## config.mk

```make
export PLATFORM = sky130hd
export DESIGN_NAME = rst_source_ctrl
export DESIGN_NICKNAME = d
export VERILOG_FILES = /design/src/rtl/rsc_pkg.sv /design/src/rtl/rsc_pin_qual.sv /design/src/rtl/rsc_swr_edge.sv /design/src/rtl/rsc_por_track.sv /design/src/rtl/rsc_merge.sv /design/src/rtl/rst_source_ctrl.sv
export SDC_FILE = /design/constraint.sdc
export NUM_CORES = 1
export LEC_CHECK = 0
export BUFFER_PORTS_ARGS = -buffer_cell sky130_fd_sc_hd__buf_2
export CAP_MARGIN = 20
export CORE_AREA = 3 3 44 46
export DETAILED_ROUTE_END_ITERATION = 7
export DIE_AREA = 0 0 47 49
export HOLD_SLACK_MARGIN = 0.15
export PLACE_DENSITY = 0.77
export REMOVE_ABC_BUFFERS = 1
export SYNTH_ARGS = -nofsm -noshare
export SYNTH_HDL_FRONTEND = slang
export SYNTH_SLANG_ARGS = --single-unit
```

## constraint.sdc

```tcl
create_clock -name clk -period 1.2 [get_ports clk]
set_input_delay 0.24 -clock clk [delete_from_list [all_inputs] [get_ports clk]]
set_output_delay 0.24 -clock clk [all_outputs]
set_load 0.03 [all_outputs]
```

## src/rtl/rsc_pkg.sv

```systemverilog
package rsc_pkg;

  // Reset requests seen in one cycle
  typedef struct packed {
    logic por;
    logic pin;
    logic bod;
    logic swr;
  } rst_src_t;

  localparam int unsigned KEEP_W       = 2;
  localparam int unsigned KEEP_SWR_BIT = 0;
  localparam int unsigned KEEP_WDT_BIT = 1;

  function automatic logic any_src(input rst_src_t s);
    return s.por | s.pin | s.bod | s.swr;
  endfunction

  function automatic logic soft_only(input rst_src_t s);
    return s.swr & ~(s.por | s.pin | s.bod);
  endfunction

endpackage

```

## src/rtl/rsc_pin_qual.sv

```systemverilog
module rsc_pin_qual #(
  parameter int unsigned QUAL_CLKS = 24
) (
  input  logic clk,
  input  logic rst_n,
  input  logic pin_async,
  output logic pin_sync,
  output logic pin_hold
);
  localparam int unsigned CW = (QUAL_CLKS > 2) ? $clog2(QUAL_CLKS) : 1;
  localparam logic [CW-1:0] LAST = CW'(QUAL_CLKS - 1);

  logic          meta_q;
  logic          sync_q;
  logic [CW-1:0] cnt_q;
  logic [CW-1:0] cnt_nxt;
  logic          cnt_en;

  // two-flop synchroniser
  always_ff @(posedge clk or negedge rst_n) begin
    if (!rst_n) begin
      meta_q <= 1'b0;
      sync_q <= 1'b0;
    end else begin
      meta_q <= pin_async;
      sync_q <= meta_q;
    end
  end

  // qualification counter: restarts on any low cycle, saturates at LAST
  always_comb begin
    cnt_en  = 1'b0;
    cnt_nxt = cnt_q;
    if (!sync_q) begin
      cnt_en  = (cnt_q != '0);
      cnt_nxt = '0;
    end else if (cnt_q != LAST) begin
      cnt_en  = 1'b1;
      cnt_nxt = cnt_q + 1'b1;
    end
  end

  always_ff @(posedge clk or negedge rst_n) begin
    if (!rst_n) begin
      cnt_q <= '0;
    end else if (cnt_en) begin
      cnt_q <= cnt_nxt;
    end
  end

  assign pin_sync = sync_q;
  assign pin_hold = sync_q & (cnt_q == LAST);

endmodule

```

## src/rtl/rsc_swr_edge.sv

```systemverilog
module rsc_swr_edge (
  input  logic clk,
  input  logic rst_n,
  input  logic swr_bit,
  output logic swr_rise
);
  logic last_q;

  always_ff @(posedge clk or negedge rst_n) begin
    if (!rst_n) begin
      last_q <= 1'b0;
    end else begin
      last_q <= swr_bit;
    end
  end

  assign swr_rise = swr_bit & ~last_q;

endmodule

```

## src/rtl/rsc_por_track.sv

```systemverilog
module rsc_por_track (
  input  logic clk,
  input  logic rst_n,
  input  logic pof_clr,
  output logic por_pend,
  output logic pof
);
  logic pend_q;
  logic pof_q;
  logic pof_en;

  assign pof_en = pof_clr & pof_q;

  always_ff @(posedge clk or negedge rst_n) begin
    if (!rst_n) begin
      pend_q <= 1'b1;
    end else if (pend_q) begin
      pend_q <= 1'b0;
    end
  end

  always_ff @(posedge clk or negedge rst_n) begin
    if (!rst_n) begin
      pof_q <= 1'b1;
    end else if (pof_en) begin
      pof_q <= 1'b0;
    end
  end

  assign por_pend = pend_q;
  assign pof      = pof_q;

endmodule

```

## src/rtl/rsc_merge.sv

```systemverilog
module rsc_merge
  import rsc_pkg::*;
(
  input  logic              clk,
  input  logic              rst_n,
  input  rst_src_t          src,
  output logic              core_rst,
  output logic              evt,
  output logic [KEEP_W-1:0] keep
);
  logic              req_any;
  logic              evt_nxt;
  logic [KEEP_W-1:0] keep_nxt;
  logic              hold_q;
  logic              prev_q;
  logic              evt_q;
  logic [KEEP_W-1:0] keep_q;

  always_comb begin
    req_any  = any_src(src);
    evt_nxt  = req_any & ~prev_q;
    keep_nxt = '0;
    if (evt_nxt && soft_only(src)) begin
      keep_nxt[KEEP_SWR_BIT] = 1'b1;
      keep_nxt[KEEP_WDT_BIT] = 1'b1;
    end
  end

  // core reset is held from power-on; the edge tracker starts clear
  always_ff @(posedge clk or negedge rst_n) begin
    if (!rst_n) begin
      hold_q <= 1'b1;
      prev_q <= 1'b0;
      evt_q  <= 1'b0;
      keep_q <= '0;
    end else begin
      hold_q <= req_any;
      prev_q <= req_any;
      evt_q  <= evt_nxt;
      keep_q <= keep_nxt;
    end
  end

  assign core_rst = hold_q;
  assign evt      = evt_q;
  assign keep     = keep_q;

endmodule

```

## src/rtl/rst_source_ctrl.sv

```systemverilog
module rst_source_ctrl
  import rsc_pkg::*;
#(
  parameter int unsigned MC_CLKS   = 12,
  parameter int unsigned MIN_MC    = 2,
  parameter int unsigned VEC_W     = 16,
  parameter logic [15:0] RESET_VEC = 16'h0000
) (
  input  logic              clk,
  input  logic              por_n,
  input  logic              rst_pin,
  input  logic              swr_bit,
  input  logic              bod_req,
  input  logic              pof_clr,
  output logic              core_rst,
  output logic              sfr_rst_stb,
  output logic [KEEP_W-1:0] sfr_keep,
  output logic              pc_load,
  output logic [VEC_W-1:0]  pc_vec,
  output logic              pof
);
  localparam int unsigned QUAL_CLKS = MC_CLKS * MIN_MC;

  logic     pin_sync;
  logic     pin_hold;
  logic     swr_rise;
  logic     por_pend;
  logic     evt;
  rst_src_t src;

  rsc_pin_qual #(.QUAL_CLKS(QUAL_CLKS)) u_pin (
    .clk      (clk),
    .rst_n    (por_n),
    .pin_async(rst_pin),
    .pin_sync (pin_sync),
    .pin_hold (pin_hold)
  );

  rsc_swr_edge u_swr (
    .clk     (clk),
    .rst_n   (por_n),
    .swr_bit (swr_bit),
    .swr_rise(swr_rise)
  );

  rsc_por_track u_por (
    .clk     (clk),
    .rst_n   (por_n),
    .pof_clr (pof_clr),
    .por_pend(por_pend),
    .pof     (pof)
  );

  always_comb begin
    src.por = por_pend;
    src.pin = pin_hold;
    src.bod = bod_req;
    src.swr = swr_rise;
  end

  rsc_merge u_merge (
    .clk     (clk),
    .rst_n   (por_n),
    .src     (src),
    .core_rst(core_rst),
    .evt     (evt),
    .keep    (sfr_keep)
  );

  assign sfr_rst_stb = evt;
  assign pc_load     = evt;
  assign pc_vec      = VEC_W'(RESET_VEC);

endmodule

```

==> metrics.md <==
| Metric | Value |
|---|---|
| Outcome | finished with violations |
| Failing checks | setup timing |
| Sequential area share after synthesis | 0.501 |
| Vias in the first global route | 449 |
| Max-cap violations | 0 |
| Die Area | 0.00230 mm² |
| Total power | 1.27 mW |
| Most frequently used cell type in the post-synthesis netlist | buf_4 |
| Crit path max fanout | 3 |
| Gate Count Post-Synth | 65 |
| Ys async rst share | 1.00 |
| Clock root buffer | clkbuf_4 |
| Chip Height | 49 µm |
| DR vias | 461 |
| Min Hold Slack | 0.220 ns |
| Final Hold Fails | 0 |
| RSZ-0062 raised after global routing | true |
| First-pass GRT wire length | 1830 µm |
| Drt total wl | 1120 µm |
| Max Freq | 806 MHz |
| Final ANT Viol Nets | 0 |
| Final #Nets | 95 |
| Fin cells | 102 |
| Routed metal-1 wirelength | 443 µm |
| Largest net degree at the start of global routing | 15 |
| Fin Setup TNS | -0.0442 ns |
| HPWL after DPL | 772 µm |
| Synthesized flop and latch total | 14 |
| Post-route minimum period | 1.24 ns |
| Worst skew pair latency | 0.28 ns |
| First drt pass iteration count | 2 |
| R2R Path End | u_pin.cnt_q[1] |
| Clock skew | 0.00288 ns |
| CP Data Required Time | 1.39 ns |
| # DRC | 0 |
| Die width | 47 µm |
| Hold depth | 3 |
| CTS buffer count | 3 |
| Synth top area share | 0.389 |
| CTS HTree Levels | 1 |
| Maximum VDD drop | 0.707 mV |
| CP startpoint kind | flip-flop |
| FF-to-FF Start | u_pin.cnt_q[0] |
| Setup Crit Path Kind | flip-flop to flip-flop |
| Vias/cell | 4.52 |
| Layout cells sized above 1 | 0.349 |
| Initial antenna violation count | 0 |
| Synth Flop Type | dfrtp_1 |
| Total core area | 0.00154 mm² |
| Pwr/cell area | 1490 mW/mm² |
| CP endpoint kind | flip-flop |
| Final-report max-slew violation count | 0 |
| Yosys top cell by area | dfrtp_1 |
| Netlist cell types | 24 |
| Worst hold-check path type | primary input to flip-flop |
| Initial core utilization | 0.459 |
| CTS tree | built |
| Hold Startpoint | bod_req |
| Dpl cells | 90 |
| DR WL/cell | 11.0 µm |
| Post-synth EDFFs | 0 |
| Metal2 WL | 538 µm |
| Rows | 14 |
| Leak pwr | 0.423 nW |
| Clock transition at path regs | 0.08 ns |
| Max Used Layer | met4 |
| Yosys warnings | 0 |
| Largest cells by area after synthesis | dfrtp_1, buf_4, dfstp_2 |
| Ant. Diodes | 0 |
| Top Ports | 28 |
| Iter 0 DRT Violations | 4 |
| Num Clock Sinks | 14 |
| Worst reg2reg path depth | 5 |
| Dpl ws | -0.0819 ns |
| Final Worst Setup Slack | -0.0412 ns |
| Final setup viols | 2 |
| DR WL met3 | 119 µm |
| Grt ovf | 0 |
| Worst EP arrival | 1.43 ns |
| R2R setup slack | -0.04 ns |
| Overall Global Routing Usage | 0.110 |
| IO buf count | 11 |
| Avg Inst Size Synth | 10.9 µm² |
| GPL Wtd Cong | 0.678 |
| Worst Hold Path EP | u_merge.core_rst |
| Fin crit share | 1.03 |
| Area Growth Syn to Fin | 20.9% |
| Commonest cells post-synth | buf_4, dfrtp_1, nand3_1 |
| Mapped cell area | 707 µm² |
| Clock buffer depth | 2 |
## where the power goes
group	internal, mW	switching [mW]	total, mW	leakage (nW)
Sequential	0.519	0.0518	0.571	0.169
Clock	0.185	0.154	0.338	0.0210
Combinational	0.168	0.196	0.364	0.233
Total	0.872	0.402	1.27	0.423
## cells by family (layout without fill, tap and decap cells)
family,count (synthesis),after routing,synth area share
compound gates,6,6,0.0566
xor+xnor,1,1,0.0124
fa+ha+maj,2,2,0.0354
buf+inv,21,26,0.218
flops,14,14,0.501
mux,1,1,0.0142
other cells,1,17,0.00530
simple gates,19,19,0.158
## flip-flops by register name (all words and copies together), names as in the netlist
register          flops
u_pin.cnt_q           5
u_merge.core_rst      1
u_pin.pin_sync        1
u_merge.keep          1
u_pin.meta_q          1
u_por.pof             1
u_swr.last_q          1
u_merge.prev_q        1
u_por.por_pend        1
u_merge.evt           1
## routing by layer
metal  global-route usage  vias to the layer above
met4               0.0553                        0
met1                0.117                      207
met2                0.179                       27
met3               0.0443                        3
li1                     -                      224
met5                    0                        -
## final cells by class
| class | count | area [µm²] |
|---|---|---|
| repair buffers | 20 | 145 |
| well taps | 16 | 20.0 |
| flip-flops and latches | 14 | 355 |
| inverters | 2 | 7.51 |
| clock buffers | 4 | 36.3 |
| fillers | 150 | 687 |
| multi-input cells | 46 | 290 |
## how the worst max path moves through the flow
| stage | startpoint | end | slack (ns) | cells past startpoint |
|---|---|---|---|---|
| floorplan | u_pin.cnt_q[0] | u_pin.cnt_q[0] | 0.07 | 5 |
| global placement | u_pin.cnt_q[0] | u_pin.cnt_q[1] | 0.03 | 5 |
| detailed placement | u_pin.cnt_q[0] | u_pin.cnt_q[1] | -0.08 | 5 |
| CTS | u_pin.cnt_q[1] | u_pin.cnt_q[1] | -0.08 | 5 |
| global route | u_pin.cnt_q[0] | u_pin.cnt_q[1] | -0.11 | 5 |
| finish | u_pin.cnt_q[0] | u_pin.cnt_q[1] | -0.04 | 5 |
## cell usage in the layout (no fill, tap or decap)
cell / netlist / final
dfrtp_2: 0 / 1
nor2b_1: 3 / 3
and2_1: 1 / 1
dfstp_2: 3 / 3
nand4b_1: 1 / 1
clkbuf_4: 0 / 3
o31ai_1: 2 / 2
ha_4: 0 / 1
a31oi_1: 1 / 1
o21ai_0: 1 / 1
buf_6: 1 / 2
buf_4: 18 / 5
and3_1: 1 / 1
clkbuf_8: 0 / 1
nand4_1: 1 / 1
nor2_1: 4 / 4
inv_2: 0 / 2
a21oi_1: 1 / 1
nand2b_1: 1 / 1
dfrtp_1: 11 / 10
buf_2: 0 / 9
a41oi_2: 0 / 1
ha_2: 0 / 1
nand2_1: 1 / 1
xnor2_1: 1 / 1
conb_1: 1 / 17
mux2i_1: 1 / 1
nor4b_4: 0 / 1
nand3_1: 5 / 5
dlygate4sd3_1: 0 / 4
## through the flow
stage	area (µm²)	utilization
6_report	855	0.554
5_1_grt	855	0.554
4_1_cts	832	0.540
3_5_place_dp	703	0.456
3_3_place_gp	703	0.456
2_1_floorplan	621	-
## worst max-delay path, stage by stage (launching register included)
cell     delay [ns]
dfrtp_1        0.42
inv_2          0.09
ha_4           0.12
nor4b_4        0.20
a41oi_2        0.07
o31ai_1        0.25
## what timing repair did
item	in CTS	in global routing
setup buffers	2	2
hold buffers	4	0
setup endpoints to repair	4	8
gates resized for setup	9	3
pin swaps	2	1
hold endpoints to repair	17	0
Power figures use the tool's default switching activity.
